--- src/rtl/crc_sel_pkg.sv ---
package crc_sel_pkg;

  localparam int WMAX  = 32;
  localparam int WNAR  = 16;
  localparam int CNT_W = $clog2(WMAX);

  localparam logic [WMAX-1:0] POLY_WIDE = 32'h04C1_1DB7;
  localparam logic [WMAX-1:0] POLY_NAR  = 32'h0000_1021;
  localparam logic [WMAX-1:0] RES_WIDE  = 32'hC704_DD7B;
  localparam logic [WMAX-1:0] RES_NAR   = 32'h0000_1D0F;
  localparam logic [WMAX-1:0] MASK_NAR  = (WMAX)'((64'd1 << WNAR) - 64'd1);

  // One serial step, most significant bit first; the narrow code keeps its upper half at zero.
  function automatic logic [WMAX-1:0] crc_step(input logic [WMAX-1:0] s,
                                               input logic b, input logic wide);
    logic fb;
    logic [WMAX-1:0] n;
    fb = (wide ? s[WMAX-1] : s[WNAR-1]) ^ b;
    n  = {s[WMAX-2:0], 1'b0};
    if (fb) n = n ^ (wide ? POLY_WIDE : POLY_NAR);
    if (!wide) n = n & MASK_NAR;
    return n;
  endfunction

  function automatic logic [WMAX-1:0] preset_val(input logic ones, input logic wide);
    if (!ones) return '0;
    return wide ? '1 : MASK_NAR;
  endfunction

  function automatic logic [WMAX-1:0] residue(input logic ones, input logic wide);
    if (!ones) return '0;
    return wide ? RES_WIDE : RES_NAR;
  endfunction

endpackage

--- src/rtl/crc_sel_engine.sv ---
module crc_sel_engine
  import crc_sel_pkg::*;
(
  input  logic            clk,
  input  logic            rst_n,
  input  logic            step_en,
  input  logic            first,
  input  logic            bit_in,
  input  logic            wide,
  input  logic            ones,
  input  logic            shift_en,
  output logic [WMAX-1:0] state_q
);

  logic [WMAX-1:0] base;

  assign base = first ? preset_val(ones, wide) : state_q;

  always_ff @(posedge clk or negedge rst_n) begin
    if (!rst_n)        state_q <= '0;
    else if (step_en)  state_q <= crc_step(base, bit_in, wide);
    else if (shift_en) state_q <= {state_q[WMAX-2:0], 1'b0};
  end

  AST_STEP_SHIFT_EXCL: assert property (@(posedge clk) disable iff (!rst_n)
    !(step_en && shift_en));
  AST_NARROW_UPPER_ZERO: assert property (@(posedge clk) disable iff (!rst_n)
    (step_en && !wide) |=> (state_q[WMAX-1:WNAR] == '0));

endmodule

--- src/rtl/crc_sel_tx.sv ---
module crc_sel_tx
  import crc_sel_pkg::*;
(
  input  logic clk,
  input  logic rst_n,
  input  logic cfg_wide,
  input  logic cfg_ones,
  input  logic in_valid,
  output logic in_ready,
  input  logic in_bit,
  input  logic in_last,
  output logic out_valid,
  input  logic out_ready,
  output logic out_bit,
  output logic out_crc
);

  typedef enum logic [1:0] {TX_IDLE, TX_DATA, TX_TRAIL} tx_st_e;

  tx_st_e           st_q;
  logic             wide_q, ones_q;
  logic [CNT_W-1:0] cnt_q;
  logic [WMAX-1:0]  crc_q;
  logic             idle, trail, acc, trail_go, eff_wide, eff_ones, msb;

  assign idle     = (st_q == TX_IDLE);
  assign trail    = (st_q == TX_TRAIL);
  assign eff_wide = idle ? cfg_wide : wide_q;
  assign eff_ones = idle ? cfg_ones : ones_q;
  assign in_ready = !trail && out_ready;
  assign acc      = in_valid && in_ready;
  assign trail_go = trail && out_ready;
  assign msb      = wide_q ? crc_q[WMAX-1] : crc_q[WNAR-1];

  assign out_valid = trail ? 1'b1 : in_valid;
  assign out_bit   = trail ? (msb ^ ones_q) : in_bit;
  assign out_crc   = trail;

  crc_sel_engine u_eng (
    .clk     (clk),
    .rst_n   (rst_n),
    .step_en (acc),
    .first   (idle),
    .bit_in  (in_bit),
    .wide    (eff_wide),
    .ones    (eff_ones),
    .shift_en(trail_go),
    .state_q (crc_q)
  );

  always_ff @(posedge clk or negedge rst_n) begin
    if (!rst_n) begin
      st_q   <= TX_IDLE;
      wide_q <= 1'b0;
      ones_q <= 1'b0;
      cnt_q  <= '0;
    end else begin
      if (acc && idle) begin
        wide_q <= cfg_wide;
        ones_q <= cfg_ones;
      end
      if (acc) begin
        if (in_last) begin
          st_q  <= TX_TRAIL;
          cnt_q <= eff_wide ? CNT_W'(WMAX - 1) : CNT_W'(WNAR - 1);
        end else begin
          st_q  <= TX_DATA;
        end
      end else if (trail_go) begin
        if (cnt_q == '0) st_q  <= TX_IDLE;
        else             cnt_q <= cnt_q - 1'b1;
      end
    end
  end

  // Checker: number of trailer bits handed off in the current trailer.
  logic [CNT_W:0] chk_sent;
  always_ff @(posedge clk or negedge rst_n) begin
    if (!rst_n)              chk_sent <= '0;
    else if (acc && in_last) chk_sent <= '0;
    else if (trail_go)       chk_sent <= chk_sent + 1'b1;
  end

  AST_TRAIL_HOLD: assert property (@(posedge clk) disable iff (!rst_n)
    (trail && !out_ready) |=> (out_valid && out_crc && $stable(out_bit)));
  AST_TX_WIDTH_FROZEN: assert property (@(posedge clk) disable iff (!rst_n)
    (!idle) |=> ($stable(wide_q) && $stable(ones_q)));
  AST_TRAIL_LEN: assert property (@(posedge clk) disable iff (!rst_n)
    (trail_go && cnt_q == '0) |->
      (chk_sent == (wide_q ? (CNT_W+1)'(WMAX - 1) : (CNT_W+1)'(WNAR - 1))));

endmodule

--- src/rtl/crc_sel_rx.sv ---
module crc_sel_rx
  import crc_sel_pkg::*;
(
  input  logic clk,
  input  logic rst_n,
  input  logic cfg_wide,
  input  logic cfg_ones,
  input  logic in_valid,
  input  logic in_bit,
  input  logic in_last,
  output logic status_ok,
  output logic fifo_push,
  output logic fifo_ok,
  output logic fifo_wide
);

  logic            busy_q, wide_q, ones_q;
  logic            pend_q, pend_wide_q, pend_ones_q;
  logic            push_q, ok_q, fwide_q;
  logic            eff_wide, eff_ones, first, fin;
  logic [WMAX-1:0] crc_q;

  assign first    = !busy_q;
  assign eff_wide = first ? cfg_wide : wide_q;
  assign eff_ones = first ? cfg_ones : ones_q;
  assign fin      = in_valid && in_last;

  crc_sel_engine u_eng (
    .clk     (clk),
    .rst_n   (rst_n),
    .step_en (in_valid),
    .first   (first),
    .bit_in  (in_bit),
    .wide    (eff_wide),
    .ones    (eff_ones),
    .shift_en(1'b0),
    .state_q (crc_q)
  );

  always_ff @(posedge clk or negedge rst_n) begin
    if (!rst_n) begin
      busy_q      <= 1'b0;
      wide_q      <= 1'b0;
      ones_q      <= 1'b0;
      pend_q      <= 1'b0;
      pend_wide_q <= 1'b0;
      pend_ones_q <= 1'b0;
      push_q      <= 1'b0;
      ok_q        <= 1'b0;
      fwide_q     <= 1'b0;
    end else begin
      if (in_valid) begin
        busy_q <= !in_last;
        if (first) begin
          wide_q <= cfg_wide;
          ones_q <= cfg_ones;
        end
      end
      pend_q <= fin;
      if (fin) begin
        pend_wide_q <= eff_wide;
        pend_ones_q <= eff_ones;
      end
      push_q <= pend_q;
      if (pend_q) begin
        ok_q    <= (crc_q == residue(pend_ones_q, pend_wide_q));
        fwide_q <= pend_wide_q;
      end
    end
  end

  assign status_ok = ok_q;
  assign fifo_ok   = ok_q;
  assign fifo_push = push_q;
  assign fifo_wide = fwide_q;

  AST_PUSH_DUE: assert property (@(posedge clk) disable iff (!rst_n)
    fin |=> ##1 fifo_push);
  AST_NO_STRAY_PUSH: assert property (@(posedge clk) disable iff (!rst_n)
    !fin |=> ##1 !fifo_push);
  AST_RX_WIDTH_FROZEN: assert property (@(posedge clk) disable iff (!rst_n)
    busy_q |=> ($stable(wide_q) && $stable(ones_q)));

endmodule

--- src/rtl/crc_sel_frame_unit.sv ---
module crc_sel_frame_unit (
  input  logic clk,
  input  logic rst_n,
  input  logic cfg_crc32,
  input  logic cfg_preset_ones,
  input  logic tx_in_valid,
  output logic tx_in_ready,
  input  logic tx_in_bit,
  input  logic tx_in_last,
  output logic tx_out_valid,
  input  logic tx_out_ready,
  output logic tx_out_bit,
  output logic tx_out_crc,
  input  logic rx_in_valid,
  input  logic rx_in_bit,
  input  logic rx_in_last,
  output logic rx_status_ok,
  output logic rx_fifo_push,
  output logic rx_fifo_ok,
  output logic rx_fifo_wide
);

  crc_sel_tx u_tx (
    .clk      (clk),
    .rst_n    (rst_n),
    .cfg_wide (cfg_crc32),
    .cfg_ones (cfg_preset_ones),
    .in_valid (tx_in_valid),
    .in_ready (tx_in_ready),
    .in_bit   (tx_in_bit),
    .in_last  (tx_in_last),
    .out_valid(tx_out_valid),
    .out_ready(tx_out_ready),
    .out_bit  (tx_out_bit),
    .out_crc  (tx_out_crc)
  );

  crc_sel_rx u_rx (
    .clk      (clk),
    .rst_n    (rst_n),
    .cfg_wide (cfg_crc32),
    .cfg_ones (cfg_preset_ones),
    .in_valid (rx_in_valid),
    .in_bit   (rx_in_bit),
    .in_last  (rx_in_last),
    .status_ok(rx_status_ok),
    .fifo_push(rx_fifo_push),
    .fifo_ok  (rx_fifo_ok),
    .fifo_wide(rx_fifo_wide)
  );

  AST_RESULT_AGREE: assert property (@(posedge clk) disable iff (!rst_n)
    rx_fifo_push |-> (rx_status_ok == rx_fifo_ok));

endmodule

--- config.mk ---
export PLATFORM = sky130hd
export DESIGN_NAME = crc_sel_frame_unit
export DESIGN_NICKNAME = d
export VERILOG_FILES = /design/src/rtl/crc_sel_pkg.sv /design/src/rtl/crc_sel_engine.sv /design/src/rtl/crc_sel_tx.sv /design/src/rtl/crc_sel_rx.sv /design/src/rtl/crc_sel_frame_unit.sv
export SDC_FILE = /design/constraint.sdc
export NUM_CORES = 1
export LEC_CHECK = 0
export BUFFER_PORTS_ARGS = -buffer_cell sky130_fd_sc_hd__buf_2
export CAP_MARGIN = 0
export CORE_UTILIZATION = 65
export DETAILED_ROUTE_END_ITERATION = 10
export GPL_ROUTABILITY_DRIVEN = 0
export HOLD_SLACK_MARGIN = 0.12
export PLACE_DENSITY = 0.89
export SETUP_SLACK_MARGIN = 0.3
export SLEW_MARGIN = 20
export SYNTH_ARGS = -nofsm -noshare
export SYNTH_HDL_FRONTEND = slang
export SYNTH_SLANG_ARGS = --single-unit
--- constraint.sdc ---
create_clock -name clk -period 2.78 [get_ports clk]
set_input_delay 0.278 -clock clk [delete_from_list [all_inputs] [get_ports clk]]
set_output_delay 0.278 -clock clk [all_outputs]
set_load 0.005 [all_outputs]
==> out/results.md <==
| Step | Quantity | Reported |
|:---|:---|:---|
| finish | FF+latch area | 2050 um2 |
| worst setup path | Worst path cell trace | nand2b_1, inv_1, o21a_1, o21ai_1, o21ai_0 |
| min path | Worst hold path type | primary input to flip-flop |
| routing | Count of vias placed by the detailed router | 3664 |
| routing | Total length of routed wires | 9.53 mm |
| worst setup path | Critical path type | flip-flop to flip-flop |
| synth | Gate Count Post-Synth | 482 |
| clock network | CTS Buffer Depth | 2 |
| finish | Number of antenna repair diodes | 0 |
| clock network | Clock edge transition at the registers on the reported setup and hold paths | 0.08 ns |
| grt | Initial antenna violation count | 0 |
| grt | Global-route usage over all layers | 0.289 |
| finish | Layout Utilization | 0.726 |
| placement | Count of port buffers added during placement | 18 |
| power | Static leakage | 2.00 nW |
| synth | Net Count, Synth | 494 |
| clock network | Insertion delay to the later sink of the worst-skew pair | 0.35 ns |
| status | Result of the run | complete, no violations |
| grt | First-pass GRT wire length | 16.1 mm |
| grt | Maximum number of pins on one net before global-route repair | 83 |
| clock network | Number of buffers inserted to repair setup after CTS | 0 |
| timing | Fin. Hold Viols | 0 |
| run | Max Cap Violations | 0 |
| die | Horizontal extent of the die | 83.6 um |
| routing | Remaining antenna violation count | 0 |
| placement | Placed instance area | 4440 um2 |
| clock network | Sink Count | 82 |
| timing | Worst Max-Slew Pin Slew | 0.807 ns |
| clock network | Post-CTS Hold Fix Bufs | 0 |
| finish | Post-layout instance count excluding filler cells | 568 |
| placement | HPWL reported at the end of detailed placement | 6.40 mm |
| worst setup path | Data arrival at the endpoint of the critical path | 2.43 ns |
| grt | Overflow left after global routing | 0 |
| power | Total power density per cell area | 850 nW/um2 |
| timing | Unrepaired setup endpoints after global routing | false |
| routing | Avg WL per Cell | 16.8 um |
| synth | Yosys warns | 0 |
| synth | Count of flip-flops with a built-in enable after synthesis | 0 |
| min path | Cell count of the worst hold path | 2 |
| worst setup path | Required arrival time at the worst endpoint | 2.97 ns |
| die | Die Outline Area | 6980 um2 |
| die | Initial Utilization | 0.677 |
| finish | Fill cells | 450 |
| timing | Final hold slack | 0.210 ns |
| clock network | Cells resized by post-CTS repair | 0 |
| die | Cell row count | 29 |
| synth | Sequential cell area fraction in the yosys report | 0.475 |
| timing | Timing-limited maximum frequency | 0.447 GHz |
| finish | Final-stage net count | 499 |
| timing | Time the worst path needs with I/O delays and setup | 2.24 ns |
| worst setup path | CP Launch Type | flip-flop |
| power | Pwr Total | 3.94 mW |
| synth | Dominant register cell in the synthesized netlist | sky130_fd_sc_hd__dfrtp_1 |
| synth | Proportion of register bits with asynchronous set or reset after synthesis | 1.00 |
| finish | Final design area excluding fillers | 4640 um2 |
| clock network | Depth of the CTS H-tree | 3 |
| worst setup path | Endpoint class of the critical path | flip-flop |
| clock network | Clock tree from TritonCTS | done |
| routing | Vias/cell | 6.45 |
| power | Max VDD drop | 0.628 mV |
| synth | FF+latch count, synth | 82 |
| routing | DRC viols | 0 |
| worst setup path | Largest fanout of any net on the critical path | 15 |
| worst setup path | Register-to-Register Path Depth | 5 |
| synth | Distinct cell type count of the synthesized netlist | 60 |
| timing | Max-slew violation count | 0 |
| die | Die span in y | 83.6 um |
| routing | Starting DRT DRC Count | 254 |
| grt | Vias in the first global route | 3423 |
| timing | Skew final | 0.00685 ns |
| timing | Slew headroom | 0.462 |
| timing | Portion of the clock cycle consumed by the worst path in the final layout | 0.804 |
| routing | Total iterations of the first detailed-routing run | 6 |
| die | Area inside the core boundary | 6390 um2 |
| finish | Area added between synthesis and finish | 7.24% |
| timing | Total negative setup slack | 0 ns |
| clock network | Root buffer cell | sky130_fd_sc_hd__clkbuf_8 |
| synth | Cell area after technology mapping | 4320 um2 |
| worst setup path | CP max stage cell | sky130_fd_sc_hd__dfrtp_1 |
| clock network | Total clock buffers created by CTS | 9 |
| finish | Multi-input combinational cell area | 2070 um2 |
| placement | Number of cells in the design after placement | 552 |
| synth | Avg Cell Area, Syn | 8.97 um2 |
| placement | Setup Slack @ Placement | 0.614 ns |
| timing | Post-route worst setup slack | 0.545 ns |
| timing | Setup-failing EPs final | 0 |
| die | I/O pin count | 19 |
| finish | Share of layout cells above drive strength 1 | 0.104 |
| worst setup path | Biggest cell delay along the critical path | 0.49 ns |
layout by cell type, fill, tap and decap left out, drive strengths merged, types with 3 or more instances in the layout:
master / Yosys / final
nor3b: 4 / 4
xor2: 18 / 18
nand4: 7 / 7
nand3: 11 / 11
xnor2: 8 / 8
o2bb2ai: 12 / 12
a21oi: 55 / 55
nand2: 46 / 46
or3: 3 / 3
inv: 13 / 13
buf: 9 / 28
or4: 4 / 4
o221ai: 5 / 5
nor3: 10 / 10
dfrtp: 82 / 82
o21ai: 44 / 44
nor4: 3 / 3
nand2b: 3 / 3
a211o: 3 / 3
mux2i: 5 / 5
nor4b: 3 / 3
nand3b: 5 / 5
and3: 3 / 3
nor2: 52 / 52
clkbuf: 26 / 10
a22oi: 7 / 7
clkinv: 1 / 4
a31oi: 5 / 5
a21o: 3 / 3
metal layers:
layer	part of all wire	GRT usage	vias to the layer above
met1	0.44	0.388	1781
met5	0	0	-
met3	0.041	0.0386	23
met4	0.027	0.139	0
met2	0.49	0.470	128
li1	-	-	1732
cells by family (layout without fill, tap and decap cells):
logic type               count (synthesis)  count (layout)  share of synthesized area
XOR/XNOR                                26              26                     0.0527
AND/OR/NAND/NOR                        163             163                      0.184
flip-flops                              82              82                      0.475
buffers and inverters                   49              58                     0.0475
adder cells (fa/ha/maj)                  1               1                    0.00289
multiplexers                             6               6                     0.0151
AO/OA/AOI/OAI                          155             155                      0.223
synthesized netlist by cell type, types with 4 or more instances:
cell,n,area (um2)
sky130_fd_sc_hd__xor2_1,18,158
sky130_fd_sc_hd__mux2i_1,4,40.0
sky130_fd_sc_hd__dfrtp_1,82,2050
sky130_fd_sc_hd__o2bb2ai_1,12,105
sky130_fd_sc_hd__nor3_1,10,50.1
sky130_fd_sc_hd__nand3b_1,5,37.5
sky130_fd_sc_hd__inv_1,13,48.8
sky130_fd_sc_hd__a21oi_1,55,275
sky130_fd_sc_hd__a22oi_1,7,52.6
sky130_fd_sc_hd__xnor2_1,8,70.1
sky130_fd_sc_hd__nand2_1,46,173
sky130_fd_sc_hd__nor2_1,52,195
sky130_fd_sc_hd__or4_1,4,30.0
sky130_fd_sc_hd__nand3_1,11,55.1
sky130_fd_sc_hd__buf_2,6,30.0
sky130_fd_sc_hd__clkbuf_1,24,90.1
sky130_fd_sc_hd__nand4_1,7,43.8
sky130_fd_sc_hd__o21ai_0,43,215
sky130_fd_sc_hd__o221ai_1,5,43.8
sky130_fd_sc_hd__a31oi_1,5,31.3
report_power, final:
| group | internal [mW] | switching [mW] |
|---|---|---|
| registers | 1.52 | 0.326 |
| clock network | 0.409 | 0.414 |
| logic | 0.534 | 0.739 |
| total | 2.46 | 1.48 |
state kept, by name, indices dropped and copies added, names as in the netlist:
signal	cells
u_tx.u_eng.state_q	32
u_tx.wide_q	1
u_rx.ones_q	1
u_rx.wide_q	1
u_rx.fifo_ok	1
u_tx.ones_q	1
u_tx.cnt_q	5
u_rx.busy_q	1
u_rx.pend_q	1
u_rx.pend_ones_q	1
u_rx.pend_wide_q	1
u_rx.u_eng.state_q	32
u_tx.st_q	2
u_rx.fifo_push	1
u_rx.fifo_wide	1
worst paths after layout:
check / endpoint / startpoint / slack [ns]
worst max register to register: u_tx.u_eng.state_q[31] / u_tx.st_q[0] / 0.54
max in group asynchronous: u_rx.u_eng.state_q[21] / rst_n / 1.72
min in group asynchronous: u_tx.u_eng.state_q[1] / rst_n / 0.53
worst min register to register: u_rx.fifo_push / u_rx.pend_q / 0.46
worst min-delay path: u_tx.st_q[0] / tx_in_last / 0.21
worst max-delay path: u_tx.u_eng.state_q[31] / u_tx.st_q[0] / 0.54
worst max-delay path, delay by kind of cell, from the launching register on:
family	cells	cell delay [ns]
AOI/OAI and AO/OA	3	1.02
and+or+nand+nor	1	0.47
buffers and inverters	1	0.11
DFF	1	0.49
final cells by class:
cell class	instances	share of cell area
clock inverters	5	0.0121
multi-input cells	351	0.446
inverters	14	0.0113
well taps	77	0.0208
clock buffers	10	0.0275
repair buffers	29	0.0391
flip-flops and latches	82	0.443
Power figures use the tool's default switching activity.
